<file path="config.mk">
export PLATFORM = sky130hd
export DESIGN_NAME = spi_cmd_if
export DESIGN_NICKNAME = d
export VERILOG_FILES = /design/src/rtl/spi_cmd_pkg.sv /design/src/rtl/spi_cmd_sync.sv /design/src/rtl/spi_cmd_shift.sv /design/src/rtl/spi_cmd_commit.sv /design/src/rtl/spi_cmd_if.sv
export SDC_FILE = /design/constraint.sdc
export NUM_CORES = 1
export LEC_CHECK = 0
export ABC_AREA = 1
export BUFFER_PORTS_ARGS = -buffer_cell sky130_fd_sc_hd__buf_2
export CAP_MARGIN = 20
export CORE_MARGIN = 3
export CORE_UTILIZATION = 30
export CTS_CLUSTER_SIZE = 40
export DETAILED_ROUTE_END_ITERATION = 10
export GPL_ROUTABILITY_DRIVEN = 0
export PLACE_DENSITY_LB_ADDON = 0.2
export RECOVER_POWER = 100
export SLEW_MARGIN = 15
export SYNTH_ARGS = -nofsm -noshare
export SYNTH_HDL_FRONTEND = slang
export SYNTH_SLANG_ARGS = --single-unit
</file>
<file path="constraint.sdc">
create_clock -name clk -period 1.6 [get_ports clk]
set_input_delay 0.32 -clock clk [delete_from_list [all_inputs] [get_ports clk]]
set_output_delay 0.32 -clock clk [all_outputs]
set_load 0.01 [all_outputs]
</file>
<file path="src/rtl/spi_cmd_pkg.sv">
package spi_cmd_pkg;
    localparam int WORD_W   = 16;
    localparam int ADDR_W   = 3;
    localparam int DATA_W   = WORD_W - ADDR_W;
    localparam int NSTAT    = 8;
    localparam int SEL_W    = $clog2(NSTAT);
    localparam int CNT_W    = $clog2(WORD_W);
    localparam logic [ADDR_W-1:0] SEL_ADDR = 3'd7;

    typedef struct packed {
        logic [ADDR_W-1:0] addr;
        logic [DATA_W-1:0] data;
    } cmd_t;

    typedef struct packed {
        logic sclk_rise;
        logic sclk_fall;
        logic cs_start;
        logic cs_end;
        logic cs_idle;
        logic sdi;
    } pin_evt_t;

    function automatic logic [WORD_W-1:0] tag_status(input logic err,
                                                     input logic [WORD_W-1:0] raw);
        return {err, raw[WORD_W-2:0]};
    endfunction
endpackage

</file>
<file path="src/rtl/spi_cmd_sync.sv">
module spi_cmd_sync
    import spi_cmd_pkg::*;
#(
    parameter int STAGES = 2
) (
    input  logic     clk,
    input  logic     rst,
    input  logic     sclk_i,
    input  logic     csn_i,
    input  logic     sdi_i,
    output pin_evt_t evt_o
);
    // bit order in each stage: {sclk, csn, sdi}
    localparam logic [2:0] IDLE = 3'b010;

    logic [STAGES-1:0][2:0] chain;
    logic [1:0]             prev;   // {sclk, csn} one cycle older
    logic                   sclk_s, csn_s;

    always_ff @(posedge clk) begin
        if (rst) begin
            chain <= {STAGES{IDLE}};
            prev  <= 2'b01;
        end else begin
            chain[0] <= {sclk_i, csn_i, sdi_i};
            for (int i = 1; i < STAGES; i++) chain[i] <= chain[i-1];
            prev <= {sclk_s, csn_s};
        end
    end

    assign sclk_s = chain[STAGES-1][2];
    assign csn_s  = chain[STAGES-1][1];

    always_comb begin
        evt_o.sclk_rise = sclk_s & ~prev[1];
        evt_o.sclk_fall = ~sclk_s & prev[1];
        evt_o.cs_start  = ~csn_s & prev[0];
        evt_o.cs_end    = csn_s & ~prev[0];
        evt_o.cs_idle   = csn_s;
        evt_o.sdi       = chain[STAGES-1][0];
    end
endmodule

</file>
<file path="src/rtl/spi_cmd_shift.sv">
module spi_cmd_shift
    import spi_cmd_pkg::*;
(
    input  logic              clk,
    input  logic              rst,
    input  pin_evt_t          evt,
    input  logic [WORD_W-1:0] load_word,
    output logic [WORD_W-1:0] in_word,
    output logic              frame_ok,
    output logic              sdo,
    output logic              oe
);
    logic [WORD_W-1:0] in_sr, out_sr;
    logic [CNT_W-1:0]  fall_cnt, rise_cnt;
    logic              fall_seen, rise_seen;

    always_ff @(posedge clk) begin
        if (rst) begin
            in_sr     <= '0;
            out_sr    <= '0;
            fall_cnt  <= '0;
            rise_cnt  <= '0;
            fall_seen <= 1'b0;
            rise_seen <= 1'b0;
            oe        <= 1'b0;
        end else begin
            oe <= ~evt.cs_idle;
            if (evt.cs_start) begin
                fall_cnt  <= '0;
                rise_cnt  <= '0;
                fall_seen <= 1'b0;
                rise_seen <= 1'b0;
            end else if (!evt.cs_idle) begin
                if (evt.sclk_fall) begin
                    in_sr     <= {in_sr[WORD_W-2:0], evt.sdi};
                    fall_cnt  <= fall_cnt + 1'b1;
                    fall_seen <= 1'b1;
                end
                if (evt.sclk_rise) begin
                    rise_cnt  <= rise_cnt + 1'b1;
                    rise_seen <= 1'b1;
                    if (rise_cnt == '0)
                        out_sr <= rise_seen ? in_sr : load_word;
                    else
                        out_sr <= {out_sr[WORD_W-2:0], 1'b0};
                end
            end
        end
    end

    assign in_word  = in_sr;
    assign frame_ok = fall_seen && (fall_cnt == '0);
    assign sdo      = out_sr[WORD_W-1];
endmodule

</file>
<file path="src/rtl/spi_cmd_commit.sv">
module spi_cmd_commit
    import spi_cmd_pkg::*;
(
    input  logic              clk,
    input  logic              rst,
    input  logic              cs_end,
    input  logic              frame_ok,
    input  logic [WORD_W-1:0] in_word,
    output logic              wr_stb,
    output cmd_t              wr_cmd,
    output logic [SEL_W-1:0]  sel_q,
    output logic              err_q
);
    cmd_t rx;
    assign rx = cmd_t'(in_word);

    always_ff @(posedge clk) begin
        if (rst) begin
            wr_stb <= 1'b0;
            wr_cmd <= '0;
            sel_q  <= '0;
            err_q  <= 1'b0;
        end else begin
            wr_stb <= 1'b0;
            if (cs_end) begin
                if (frame_ok) begin
                    wr_stb <= 1'b1;
                    wr_cmd <= rx;
                    err_q  <= 1'b0;
                    if (rx.addr == SEL_ADDR) sel_q <= rx.data[SEL_W-1:0];
                end else begin
                    err_q <= 1'b1;
                end
            end
        end
    end
endmodule

</file>
<file path="src/rtl/spi_cmd_if.sv">
module spi_cmd_if
    import spi_cmd_pkg::*;
#(
    parameter int SYNC_STAGES = 2
) (
    input  logic                    clk,
    input  logic                    rst,
    input  logic                    sclk_i,
    input  logic                    csn_i,
    input  logic                    sdi_i,
    input  logic [NSTAT*WORD_W-1:0] status_i,
    output logic                    sdo_o,
    output logic                    sdo_oe_o,
    output logic                    wr_stb_o,
    output logic [ADDR_W-1:0]       wr_addr_o,
    output logic [DATA_W-1:0]       wr_data_o
);
    pin_evt_t          evt;
    logic [WORD_W-1:0] in_word, load_word;
    logic [WORD_W-1:0] stat_arr [NSTAT];
    logic              frame_ok, err_q;
    logic [SEL_W-1:0]  sel_q;
    cmd_t              wr_cmd;

    for (genvar k = 0; k < NSTAT; k++) begin : g_stat
        assign stat_arr[k] = status_i[k*WORD_W +: WORD_W];
    end

    assign load_word = tag_status(err_q, stat_arr[sel_q]);

    spi_cmd_sync #(.STAGES(SYNC_STAGES)) u_sync (
        .clk(clk), .rst(rst), .sclk_i(sclk_i), .csn_i(csn_i), .sdi_i(sdi_i),
        .evt_o(evt)
    );

    spi_cmd_shift u_shift (
        .clk(clk), .rst(rst), .evt(evt), .load_word(load_word),
        .in_word(in_word), .frame_ok(frame_ok), .sdo(sdo_o), .oe(sdo_oe_o)
    );

    spi_cmd_commit u_commit (
        .clk(clk), .rst(rst), .cs_end(evt.cs_end), .frame_ok(frame_ok),
        .in_word(in_word), .wr_stb(wr_stb_o), .wr_cmd(wr_cmd),
        .sel_q(sel_q), .err_q(err_q)
    );

    assign wr_addr_o = wr_cmd.addr;
    assign wr_data_o = wr_cmd.data;
endmodule

</file>
==> results of run 1 <==
logic make-up (layout without fill, tap and decap cells):
logic type / after synthesis / in the layout / synth area share
flip-flops: 72 / 72 / 0.369
buffers and inverters: 83 / 218 / 0.0946
XOR/XNOR: 1 / 1 / 0.00225
AO/OA/AOI/OAI: 124 / 124 / 0.170
AND/OR/NAND/NOR: 302 / 302 / 0.351
adder cells (fa/ha/maj): 4 / 4 / 0.0128
per-stage QoR:
step,power [mW],area (um^2)
2_1_floorplan,1.99,3900
3_5_place_dp,2.19,4790
6_report,4.15,5040
4_1_cts,4.21,5090
5_1_grt,4.34,5040
3_3_place_gp,2.19,4790
flip-flops by register name (all words and copies together) (netlist names), 2 cells and up:
signal,cells
u_shift.rise_cnt,4
u_commit.sel_q,3
u_sync.chain,4
u_shift.fall_cnt,4
u_sync.evt_o,2
u_shift.out_sr,16
u_sync.prev,2
u_shift.in_word,16
u_commit.wr_cmd,16
synthesized netlist by cell type (2+ instances only):
cell,number
a21oi_1,71
buf_1,2
buf_2,18
buf_4,5
buf_6,2
clkbuf_1,14
dfxtp_1,72
ha_1,4
inv_1,35
inv_2,5
nand2_1,144
nand2_4,2
nand3_1,124
nand4_1,4
nor2_1,15
nor2_4,2
nor3_1,4
o21ai_0,40
o21ai_2,9
or2_2,2
power by group through the flow:
| stage | registers [mW] | clock network (mW) | logic (mW) |
|---|---|---|---|
| after floorplan | 1.85 | 0 | 0.139 |
| after global placement | 1.85 | 0 | 0.338 |
| after detailed placement | 1.85 | 0 | 0.340 |
| after CTS | 1.81 | 2.06 | 0.343 |
| after global routing | 1.81 | 2.14 | 0.385 |
| final | 1.81 | 2.00 | 0.337 |
critical path: stages (launching register included):
cell and delay [ns]:
dfxtp_1 0.32, inv_1 0.09, ha_1 0.16, nand2_1 0.08
nor3_4 0.21, nand2_4 0.07, clkbuf_4 0.22, nand3_1 0.10
o21ai_0 0.08
final timing paths:
check	depth (start not counted)	start	slack, ns	endpoint
worst max-delay path	8	u_shift.fall_cnt[0]$_SDFFE_PP0P_	0.16	u_commit.wr_cmd[0]$_SDFFE_PP0P_
worst min-delay path	2	csn_i	0.18	u_sync.chain[1]$_SDFF_PP1_
worst max register to register	8	u_shift.fall_cnt[0]$_SDFFE_PP0P_	0.16	u_commit.wr_cmd[0]$_SDFFE_PP0P_
worst min register to register	2	u_sync.chain[2]$_SDFF_PP0_	0.40	u_sync.chain[5]$_SDFF_PP0_
final cells by class:
| type | count | area [um^2] | area share |
|---|---|---|---|
| tap | 172 | 215 | 0.0427 |
| sequential | 72 | 1440 | 0.286 |
| clock buffer | 9 | 225 | 0.0447 |
| multi-input combinational | 431 | 2060 | 0.409 |
| clock inverter | 7 | 78.8 | 0.0156 |
| inverter | 42 | 159 | 0.0315 |
| timing repair buffer | 160 | 861 | 0.171 |
per-layer routing:
layer / global-route usage / wire length, um / up-vias
met4: 0.0401 / 144 / 0
met1: 0.217 / 5370 / 1944
met2: 0.299 / 6480 / 92
met5: 0 / 0 / -
li1: - / - / 2220
met3: 0.0278 / 464 / 11
==> results by group, run 1 <==
Status
  • Status: completed

Die
  • Die width: 120 um
  • Boundary Pins: 152
  • Site Rows: 41
  • Initial Utilization: 0.308
  • Core Footprint: 12700 um^2
  • Die ar.: 14400 um^2
  • Die Ht: 120 um

Yosys
  • Synth Net Count: 723
  • Ranking of synthesized cells by area: dfxtp_1 (37%), nand3_1 (16%), nand2_1 (14%)
  • Ys async rst share: 0
  • Post-synth top flop: dfxtp_1
  • Register area share after synthesis: 0.369
  • Synth Register Bits: 72
  • Top cell type by total area after synthesis: dfxtp_1
  • Syn Inst Count: 586
  • Cell variety after synth: 32
  • Synth Area per Inst: 6.66 um^2
  • EDFF count, synth: 0
  • Ys Warns: 0
  • Post-synth design cell area: 3900 um^2
  • Top cell type's share of synthesized area: 0.369

Worst setup path
  • WP data required: 1.81 ns
  • Crit Path Max Fanout: 16
  • WS Path Type: flip-flop to flip-flop
  • Crit path DAT: 1.65 ns
  • Crit. End Element: flip-flop
  • Worst Setup Start Kind: flip-flop

CTS
  • Clk root buf: clkbuf_16
  • Clk slew on worst S/H paths: 0.06 ns
  • Clock Sinks: 72
  • Post-CTS Setup Inserts: 0
  • CTS resizes: 0
  • CTS tree: yes
  • Clk buf depth: 2
  • H-tree levels: 3
  • Worst-Skew Late Latency: 0.33 ns
  • Post-CTS Hold Buffers: 0
  • CTS buffer count: 9

Drt
  • Wire per inst: 13.9 um
  • Routed wire length: 12500 um
  • Detail Route Antenna Nets: 0
  • Vias: 4267
  • Initial drt markers: 232
  • Via/cell ratio: 4.78
  • First-pass DRT Iterations: 4
  • # DRC: 0

Power
  • Sequential group share of total power: 0.437
  • Switching pwr: 0.948 mW
  • Int Power: 3.20 mW
  • Combinational share of power: 0.081
  • Power per cell area: 822 nW/um^2
  • Leakage: 2.30 nW
  • Net Sw Frac: 0.229
  • Max IR drop VDD: 0.539 mV
  • Power share of the clock group: 0.482

Timing
  • Fmax: 692 MHz
  • TNS Setup: 0 ns
  • Worst hold margin: 0.177 ns
  • Max-slew headroom: 0.681
  • Slew @ Worst Pin: 0.478 ns
  • RSZ-0062 raised after global routing: no
  • Period minus WS final: 1.44 ns
  • Fin. Hold Viols: 0
  • Slew Viols, Final: 0
  • Fin worst setup slack: 0.155 ns
  • Period utilization: 0.903
  • Clk_skew: 0.00702 ns
  • Finish-stage setup viols: 0

Placed design
  • Pre-CTS WS: 0.141 ns
  • Port bufs: 143
  • Post-DP HPWL: 9350 um
  • Placed Instances: 875

Final layout
  • Layout Area Growth over Synthesis: 29.3%
  • Fin cells: 893
  • Ant. Diodes: 0
  • Layout cell share with drive strength beyond 1: 0.237
  • Nets@finish: 853
  • Fillers: 1382
  • Layout Utilization: 0.398
  • Commonest non-fill, non-tap cell in the layout: nand2_1
  • Most frequent cells in the layout: nand2_1 (145), nand3_1 (124), buf_2 (123)

Min path
  • Hold Crit Class: input port to flip-flop

Global routing
  • GR Util All Layers: 0.170
  • First-pass GRT wire length: 19900 um
  • Initial antenna violation count: 0
  • Number of global-route vias before repair: 4102
  • Pin count of the biggest net entering global routing: 62
  • Overflow after GRT: 0

Job
  • Max cap viols: 0
Power figures use the tool's default switching activity.
==> run 2, diff against run 1 <==
--- a/config.mk
+++ b/config.mk
@@ -13,6 +13,7 @@
 export CTS_CLUSTER_SIZE = 40
 export DETAILED_ROUTE_END_ITERATION = 10
 export GPL_ROUTABILITY_DRIVEN = 0
+export MAX_ROUTING_LAYER = met4
 export PLACE_DENSITY_LB_ADDON = 0.2
 export RECOVER_POWER = 100
 export SLEW_MARGIN = 15
==> constraint.sdc (replaced) <==
create_clock -name clk -period 1.6 [get_ports clk]
set_input_delay 0.4 -clock clk [delete_from_list [all_inputs] [get_ports clk]]
set_output_delay 0.4 -clock clk [all_outputs]
set_load 0.01 [all_outputs]
==> results by group, run 2 (synthesis gave the netlist of run 1 again) <==
Timing
  • Finish-stage setup viols: 0 (unchanged)
  • Period minus WS final: 1.47 ns (was 1.44 ns)
  • Period utilization: 0.920 (was 0.903)
  • TNS Setup: 0 ns (unchanged)
  • Max-slew headroom: 0.696 (was 0.681)
  • Slew Viols, Final: 0 (unchanged)
  • Fmax: 679 MHz (was 692 MHz)
  • Fin worst setup slack: 0.128 ns (was 0.155 ns)
  • Clk_skew: 0.0107 ns (was 0.00702 ns)
  • Worst hold margin: 0.252 ns (was 0.177 ns)
  • RSZ-0062 raised after global routing: no (unchanged)
  • Fin. Hold Viols: 0 (unchanged)
  • Slew @ Worst Pin: 0.452 ns (was 0.478 ns)

CTS
  • Clk slew on worst S/H paths: 0.07 ns (was 0.06 ns)
  • Clock Sinks: 72 (unchanged)
  • Post-CTS Hold Buffers: 0 (unchanged)
  • CTS tree: yes (unchanged)
  • H-tree levels: 3 (unchanged)
  • Clk buf depth: 2 (unchanged)
  • CTS buffer count: 9 (unchanged)
  • Clk root buf: clkbuf_16 (unchanged)
  • Worst-Skew Late Latency: 0.33 ns (about the same)

Global routing
  • Overflow after GRT: 0 (unchanged)
  • Initial antenna violation count: 0 (unchanged)
  • First-pass GRT wire length: 19500 um (was 19900 um)
  • GR Util All Layers: 0.173 (was 0.170)
  • Pin count of the biggest net entering global routing: 62 (unchanged)
  • Number of global-route vias before repair: 4081 (was 4102)

Final layout
  • Layout Utilization: 0.396 (was 0.398)
  • Final Cell Area: 5010 um^2 (was 5040 um^2)
  • Commonest non-fill, non-tap cell in the layout: nand2_1 (unchanged)
  • Most frequent cells in the layout: nand2_1 (145), nand3_1 (125), buf_2 (123) (was nand2_1 (145), nand3_1 (124), buf_2 (123))
  • Fin cells: 893 (unchanged)
  • Layout Area Growth over Synthesis: 28.5% (was 29.3%)
  • Nets@finish: 853 (unchanged)
  • Ant. Diodes: 0 (unchanged)
  • Layout cell share with drive strength beyond 1: 0.236 (was 0.237)

Placed design
  • Placement Cell Area: 4790 um^2 (unchanged)
  • Pre-CTS WS: 0.158 ns (was 0.141 ns)
  • Placed Instances: 875 (unchanged)
  • Port bufs: 143 (unchanged)
  • Post-DP HPWL: 9380 um (was 9350 um)

Die
  • Die Ht: 120 um (unchanged)
  • Site Rows: 41 (unchanged)
  • Die ar.: 14400 um^2 (unchanged)
  • Die width: 120 um (unchanged)
  • Initial Utilization: 0.308 (unchanged)
  • Boundary Pins: 152 (unchanged)
  • Core Footprint: 12700 um^2 (unchanged)

Power
  • Power per cell area: 805 nW/um^2 (was 822 nW/um^2)
  • Switching pwr: 0.983 mW (was 0.948 mW)
  • Max IR drop VDD: 0.586 mV (was 0.539 mV)
  • Combinational share of power: 0.084 (was 0.081)
  • Net Sw Frac: 0.243 (was 0.229)
  • Leakage: 2.28 nW (was 2.30 nW)
  • Total power: 4.04 mW (was 4.15 mW)
  • Int Power: 3.05 mW (was 3.20 mW)
  • Power share of the clock group: 0.468 (was 0.482)
  • Sequential group share of total power: 0.448 (was 0.437)

Min path
  • Hold Crit Class: input port to flip-flop (unchanged)

Drt
  • First-pass DRT Iterations: 4 (unchanged)
  • Initial drt markers: 251 (was 232)
  • Detail Route Antenna Nets: 0 (unchanged)
  • Vias: 4328 (was 4267)
  • Wire per inst: 13.8 um (was 13.9 um)
  • Via/cell ratio: 4.85 (was 4.78)
  • # DRC: 0 (unchanged)
  • Routed wire length: 12300 um (was 12500 um)

Worst setup path
  • Crit. End Element: flip-flop (unchanged)
  • Crit Path Max Fanout: 16 (unchanged)
  • WP data required: 1.82 ns (was 1.81 ns)
  • Worst Setup Start Kind: flip-flop (unchanged)
  • Crit path DAT: 1.69 ns (was 1.65 ns)
  • WS Path Type: flip-flop to flip-flop (unchanged)

Job
  • Max cap viols: 0 (unchanged)

Status
  • Status: completed (unchanged)
run 2: power by group through the flow:
stage                     registers [mW]  clock network [mW]  logic (mW)
final                               1.81                1.89       0.339
after global routing                1.81                2.02       0.384
after CTS                           1.81                1.94       0.343
after detailed placement            1.85                   0       0.341
after global placement              1.85                   0       0.339
after floorplan                     1.85                   0       0.139
run 2: layout make-up:
cell class / instances / area (um^2)
fillers: 1401 / 7660
multi-input cells: 431 / 2050
flip-flops and latches: 72 / 1440
repair buffers: 160 / 865
clock buffers: 9 / 225
well taps: 172 / 215
inverters: 42 / 159
clock inverters: 7 / 58.8
run 2: path summary, 6_finish.rpt:
path | cells past startpoint | slack, ns | endpoint | start
min reg2reg | 2 | 0.40 | u_sync.chain[5]$_SDFF_PP0_ | u_sync.chain[2]$_SDFF_PP0_
min | 2 | 0.25 | u_sync.chain[1]$_SDFF_PP1_ | csn_i
max reg2reg | 8 | 0.13 | u_commit.wr_cmd[8]$_SDFFE_PP0P_ | u_shift.fall_cnt[0]$_SDFFE_PP0P_
max | 8 | 0.13 | u_commit.wr_cmd[8]$_SDFFE_PP0P_ | u_shift.fall_cnt[0]$_SDFFE_PP0P_
run 2: worst max-delay path: stages (launching register included):
cell and delay [ns]:
dfxtp_1 0.32, inv_1 0.09, ha_1 0.15, nand2_1 0.08, nor3_4 0.26, nand2_4 0.07, buf_4 0.20, nand3_1 0.09
o21ai_0 0.09
run 2: repair_timing:
| action | CTS | global route |
|---|---|---|
| endpoints found under the setup margin | 0 | 1 |
| setup buffers | 0 | 2 |
| gates resized for setup | 0 | 1 |
run 2: per-layer routing:
metal / global-route usage / wire, um / share of wire / up-vias
met2: 0.296 / 6400 / 0.52 / 109
met1: 0.201 / 5080 / 0.41 / 1982
met4: 0.0565 / 201 / 0.016 / 0
li1: - / - / - / 2219
met3: 0.0382 / 622 / 0.051 / 18
met5: - / 0 / 0 / -
